`config.mk`:
```
export PLATFORM = sky130hd
export DESIGN_NAME = lsm_latency_meter
export DESIGN_NICKNAME = d
export VERILOG_FILES = /design/src/rtl/lsm_pkg.sv /design/src/rtl/lsm_release_det.sv /design/src/rtl/lsm_satcnt.sv /design/src/rtl/lsm_ctrl.sv /design/src/rtl/lsm_latency_meter.sv
export SDC_FILE = /design/constraint.sdc
export NUM_CORES = 1
export LEC_CHECK = 0
export ABC_AREA = 1
export BUFFER_PORTS_ARGS = -buffer_cell sky130_fd_sc_hd__buf_2
export CAP_MARGIN = 20
export CORE_MARGIN = 4
export CORE_UTILIZATION = 45
export CTS_BUF_LIST = sky130_fd_sc_hd__clkbuf_2
export CTS_CLUSTER_DIAMETER = 40
export DETAILED_ROUTE_END_ITERATION = 12
export GPL_TIMING_DRIVEN = 0
export PLACE_DENSITY = 0.73
export SETUP_SLACK_MARGIN = 0.4
export SYNTH_ARGS = -nofsm -noshare
export SYNTH_HDL_FRONTEND = slang
export SYNTH_SLANG_ARGS = --single-unit
```
`constraint.sdc`:
```
create_clock -name clk -period 1.3 [get_ports clk]
set_input_delay 0.065 -clock clk [delete_from_list [all_inputs] [get_ports clk]]
set_output_delay 0.065 -clock clk [all_outputs]
set_load 0.05 [all_outputs]
```
`src/rtl/lsm_pkg.sv`:
```
// Package: shared types for the link-start latency meter.
// Assumes: nothing beyond a single link clock domain.
package lsm_pkg;

    // Measurement phase of the controller.
    typedef enum logic [1:0] {
        ST_WAIT = 2'd0,   // waiting for a request release
        ST_RUN  = 2'd1,   // counting link clocks
        ST_HOLD = 2'd2    // result captured, frozen until reset
    } lsm_state_t;

endpackage

```
`src/rtl/lsm_release_det.sv`:
```
// Module: detects the release of an active-low request.
// Produces a one-cycle pulse on the combinational output when the current
// sample is high and the previous registered sample was low.
// Assumes: req_n is already in the clk domain. The previous-sample register
// resets high, so a request that stays high out of reset yields no pulse.
module lsm_release_det (
    input  logic clk,
    input  logic rst_n,
    input  logic req_n,
    output logic release_p,
    output logic req_low
);

    logic prev_q;

    // Keep the previous sample of the request.
    always_ff @(posedge clk) begin
        if (!rst_n) prev_q <= 1'b1;
        else        prev_q <= req_n;
    end

    // Release is a low-to-high transition of the active-low request.
    always_comb begin
        release_p = req_n & ~prev_q;
        req_low   = ~req_n;
    end

endmodule

```
`src/rtl/lsm_satcnt.sv`:
```
// Module: saturating up-counter with synchronous clear.
// Clear has priority over increment. The counter stops at all-ones and
// reports, on the increment that lands on all-ones, a hit pulse.
// Assumes: W >= 2.
module lsm_satcnt #(
    parameter int W = 12
) (
    input  logic         clk,
    input  logic         rst_n,
    input  logic         clr,
    input  logic         inc,
    output logic [W-1:0] cnt,
    output logic         hit_max
);

    localparam logic [W-1:0] MAXV  = {W{1'b1}};
    localparam logic [W-1:0] PREV  = MAXV - 1'b1;

    logic [W-1:0] cnt_q;
    logic         at_max;

    // Flag the all-ones value and the increment that reaches or holds it.
    always_comb begin
        at_max  = (cnt_q == MAXV);
        hit_max = inc & ~clr & ((cnt_q == PREV) | at_max);
    end

    // Count register: clear, else increment unless already at all-ones.
    always_ff @(posedge clk) begin
        if (!rst_n)               cnt_q <= '0;
        else if (clr)             cnt_q <= '0;
        else if (inc && !at_max)  cnt_q <= cnt_q + 1'b1;
    end

    assign cnt = cnt_q;

endmodule

```
`src/rtl/lsm_ctrl.sv`:
```
// Module: measurement controller for the link-start latency meter.
// Decides when the counter is cleared and advanced, when the result is
// frozen, and keeps the sticky saturation flag.
// Assumes: release_p is a one-cycle pulse. A request re-assertion beats
// link-valid on the same edge. Once frozen, nothing but reset leaves HOLD.
module lsm_ctrl
    import lsm_pkg::*;
(
    input  logic clk,
    input  logic rst_n,
    input  logic release_p,
    input  logic req_low,
    input  logic link_valid,
    input  logic hit_max,
    output logic cnt_clr,
    output logic cnt_inc,
    output logic done,
    output logic sat
);

    lsm_state_t state_q, state_d;
    logic       sat_q, sat_d;

    // Next-state and counter control for each phase.
    always_comb begin
        state_d = state_q;
        cnt_clr = 1'b0;
        cnt_inc = 1'b0;
        sat_d   = sat_q;
        unique case (state_q)
            ST_WAIT: begin
                cnt_clr = 1'b1;
                sat_d   = 1'b0;
                if (release_p) begin
                    state_d = link_valid ? ST_HOLD : ST_RUN;
                end
            end
            ST_RUN: begin
                if (req_low) begin
                    cnt_clr = 1'b1;
                    sat_d   = 1'b0;
                    state_d = ST_WAIT;
                end else begin
                    cnt_inc = 1'b1;
                    sat_d   = sat_q | hit_max;
                    if (link_valid) state_d = ST_HOLD;
                end
            end
            ST_HOLD: begin
                state_d = ST_HOLD;
            end
            default: begin
                state_d = ST_WAIT;
                cnt_clr = 1'b1;
                sat_d   = 1'b0;
            end
        endcase
    end

    // Phase and saturation registers.
    always_ff @(posedge clk) begin
        if (!rst_n) begin
            state_q <= ST_WAIT;
            sat_q   <= 1'b0;
        end else begin
            state_q <= state_d;
            sat_q   <= sat_d;
        end
    end

    // Done is the frozen phase itself.
    always_comb begin
        done = (state_q == ST_HOLD);
        sat  = sat_q;
    end

endmodule

```
`src/rtl/lsm_latency_meter.sv`:
```
// Module: link-start latency meter (top).
// Counts link clock edges from the release of the active-low sync request
// to the first sampled link-valid and holds the result until reset.
// Assumes: all inputs are synchronous to clk; rst_n is synchronous, active low.
module lsm_latency_meter #(
    parameter int CNT_W = 12
) (
    input  logic             clk,
    input  logic             rst_n,
    input  logic             sync_req_n,
    input  logic             link_valid,
    output logic [CNT_W-1:0] lat_count,
    output logic             lat_done,
    output logic             lat_sat
);

    logic release_p;
    logic req_low;
    logic cnt_clr;
    logic cnt_inc;
    logic hit_max;

    lsm_release_det u_rel (
        .clk       (clk),
        .rst_n     (rst_n),
        .req_n     (sync_req_n),
        .release_p (release_p),
        .req_low   (req_low)
    );

    lsm_ctrl u_ctrl (
        .clk        (clk),
        .rst_n      (rst_n),
        .release_p  (release_p),
        .req_low    (req_low),
        .link_valid (link_valid),
        .hit_max    (hit_max),
        .cnt_clr    (cnt_clr),
        .cnt_inc    (cnt_inc),
        .done       (lat_done),
        .sat        (lat_sat)
    );

    lsm_satcnt #(.W(CNT_W)) u_cnt (
        .clk     (clk),
        .rst_n   (rst_n),
        .clr     (cnt_clr),
        .inc     (cnt_inc),
        .cnt     (lat_count),
        .hit_max (hit_max)
    );

endmodule

```
==> qor.csv <==
stage;metric;value;unit
grt;busiest grt layer;met2;
layout;layout cells sized above 1;39.5;%
clock_network;CTS max path bufs;2;
clock_network;clk sinks;16;
clock_network;H-tree levels;1;
drt;DR vias;957;
placed_design;# port buffers;17;
drt;Final ANT Viol Nets;0;
setup_path;CP max stage delay;0.40;ns
floorplan;Die Wd;53.5;um
outcome;status;finished, final reports clean;
drt;DR pass1 iterations;4;
setup_path;critical-path cell list;ha_4, inv_2, nor2_4, buf_4, nand2_2, nor3_2, nand2_1, nand2_1, nor2_1;
drt;DR vias/cell;4.93;
layout;most frequent cells in the layout;36 x nand2_1, 23 x nor2_1, 14 x inv_1;
setup_path;R2R depth;9;
layout;most common cell after layout, fill and taps aside;nand2_1;
floorplan;IO Pins;18;
synthesis;synthesized instance count;139;
drt;Routed Wire Length;2.25;mm
grt;vias in the first global route;994;
power_and_ir_drop;maximum VDD drop;731;uV
setup_path;worst reg2reg startpoint;u_cnt.cnt[0]$_SDFFE_PP0P_;
setup_path;WP data arrival;1.47;ns
sta;slew at the pin closest to its max-slew limit;0.190;ns
sta;f_max;778;MHz
sta;RSZ-0062 raised after global routing;true;
power_and_ir_drop;PD cells;735;nW/um^2
grt;overall routing resource usage;18.7;%
placed_design;final RePlAce weighted congestion;0.771;
synthesis;library cells used by synthesis;22;
setup_path;Crit. End Element;register;
sta;Clock Skews;0.0167;ns
sta;Slew headroom;87.3;%
clock_network;Num CTS Buffers;3;
layout;Multi-input gate area;558;um^2
layout;Final Instance Count excl. Fillers;194;
placed_design;DP Worst Slack;-0.0701;ns
sta;Final Max Tran Viols;0;
sta;Final Critical Period;1.29;ns
grt;largest net degree at the start of global routing;11;
setup_path;kind of critical path;reg2reg;
layout;Area Growth Syn to Fin;45.2;%
synthesis;YS warnings;0;
hold_path;HP Class;in2reg;
floorplan;Die ar.;2860;um^2
job;Max Cap Viol;0;
floorplan;core footprint;1960;um^2
synthesis;syn_nets;145;
floorplan;Initial Util;47.4;%
grt;global route total overflow;0;
placed_design;Area after DPL;1110;um^2
grt;number of antenna violations at the first check in global routing;0;
setup_path;Critical Path Most Common Cell;nand2_1;
synthesis;sequential share of the synthesized area;34.5;%
grt;grt met2 use;33.5;%
synthesis;syn_area_per_cell;6.69;um^2
setup_path;CP Max Fanout;4;
grt;first-pass GRT wire length;3.95;mm
drt;Routed WL per cell;11.6;um
setup_path;Worst EP required;1.49;ns
layout;nets;174;
sta;PnR worst setup slack;0.0149;ns
floorplan;Rows;16;
sta;count of final setup violators;0;
sta;final setup TNS;0;ns
setup_path;FF-to-FF setup slack;0.01;ns
layout;diode count;0;
grt;met1 Usage GRT;19.4;%
floorplan;Die H;53.5;um
clock_network;Clock Latency Late Sink;0.29;ns
layout;FF+latch area;372;um^2
sta;final worst-path cycle share;98.9;%
setup_path;reg-to-reg endpoint;u_cnt.cnt[8]$_SDFFE_PP0P_;
setup_path;CP Launch Type;register;
synthesis;mapped cell area;930;um^2
sta;Fin. Hold Viols;0;
setup_path;CP endpoint;u_cnt.cnt[8]$_SDFFE_PP0P_;
setup_path;slowest CP cell;dfxtp_4;
synthesis;Seq cells post-synth;16;
power_and_ir_drop;Leak Pwr;0.000543;uW
placed_design;DP HPWL;1.52;mm
placed_design;placed insts;183;
layout;Filler cells;182;
clock_network;CTS tree;done;
layout;fin area;1350;um^2
drt;initial detailed-routing violation count;17;
power_and_ir_drop;Pwr Total;992;uW
clock_network;Clock Tree Root;clkbuf_2;
clock_network;Reg clk slew, reported paths;0.16;ns
drt;DR DRC count;0;
grt;met3 Usage GRT;4.79;%
setup_path;CP startpoint;u_cnt.cnt[0]$_SDFFE_PP0P_;
## power by group
group | switching (uW) | internal [uW]
clock network | 152 | 81.6
registers | 26.9 | 489
logic | 152 | 89.8
total | 332 | 661
## per-stage QoR
stage / utilization (%) / hold WS [ns]
finish: 68.8 / 0.0543
global route: 68.8 / 0.0458
CTS: 66.0 / 0.0179
detailed placement: 56.5 / 0.287
global placement: 56.5 / 0.282
floorplan: - / 0.134
## registers in the layout (all words and copies together) (netlist names)
register        count
u_ctrl.state_q      2
u_rel.prev_q        1
u_cnt.cnt          12
u_ctrl.sat          1
## cell type report
type	instances	share of cell area (%)
multi-input cells	102	41.3
clock buffers	4	1.48
plain buffers	2	1.67
well taps	27	2.50
inverters	19	5.47
flip-flops and latches	16	27.5
repair buffers	24	20.0
## logic make-up after synthesis
logic type | Yosys count | synth area share (%)
xor+xnor | 3 | 2.83
compound gates | 11 | 6.33
flops | 16 | 34.5
fa+ha+maj | 2 | 2.69
buf+inv | 21 | 10.1
simple gates | 86 | 43.6
## per-layer routing
metal	up-vias	wire [um]	part of all wire (%)
met2	18	1190	53
met1	442	968	43
li1	495	-	-
met3	2	78	3.5
met5	-	0	0
met4	0	19	0.84
## worst max-delay path: cells and delay by family, from the launching register on
kind,cells,cell delay (ns)
and+or+nand+nor,6,0.47
adders and majority gates,1,0.13
DFF,1,0.40
buffers and inverters,2,0.18
## cells in the mapped netlist
cell type / instances / area [um^2]
nand3_1: 9 / 45.0
nand2_2: 1 / 6.26
inv_1: 18 / 67.6
xor2_1: 2 / 17.5
o21ai_0: 5 / 25.0
buf_6: 2 / 22.5
inv_2: 1 / 3.75
nand4_1: 5 / 31.3
ha_1: 2 / 25.0
dfxtp_1: 16 / 320
nor2_1: 24 / 90.1
nor3_1: 1 / 5.00
o21ai_2: 1 / 8.76
nand3_4: 1 / 17.5
xnor2_1: 1 / 8.76
nand2_1: 38 / 143
a21oi_1: 5 / 25.0
nand2_4: 1 / 11.3
nand3_2: 1 / 10.0
nor2_2: 1 / 6.26
nor2_4: 3 / 33.8
and3_1: 1 / 6.26
## worst min path at each step
stage / startpoint / endpoint / cells after the start
finish: rst_n / u_ctrl.state_q[1]$_SDFFE_PN0P_ / 3
global route: rst_n / u_ctrl.state_q[1]$_SDFFE_PN0P_ / 3
CTS: link_valid / u_ctrl.state_q[1]$_SDFFE_PN0P_ / 3
detailed placement: rst_n / u_rel.prev_q$_SDFF_PN1_ / 2
global placement: rst_n / u_rel.prev_q$_SDFF_PN1_ / 2
floorplan: rst_n / u_rel.prev_q$_SDFF_PN1_ / 1
## what timing repair did
action	CTS	global route
hold buffers	1	0
endpoints found under the setup margin	29	29
buffers inserted	3	2
pin swaps	4	3
cloned	1	0
hold endpoints to repair	1	0
resized for setup	45	13
Note: power is estimated with default switching activity, not from simulation.
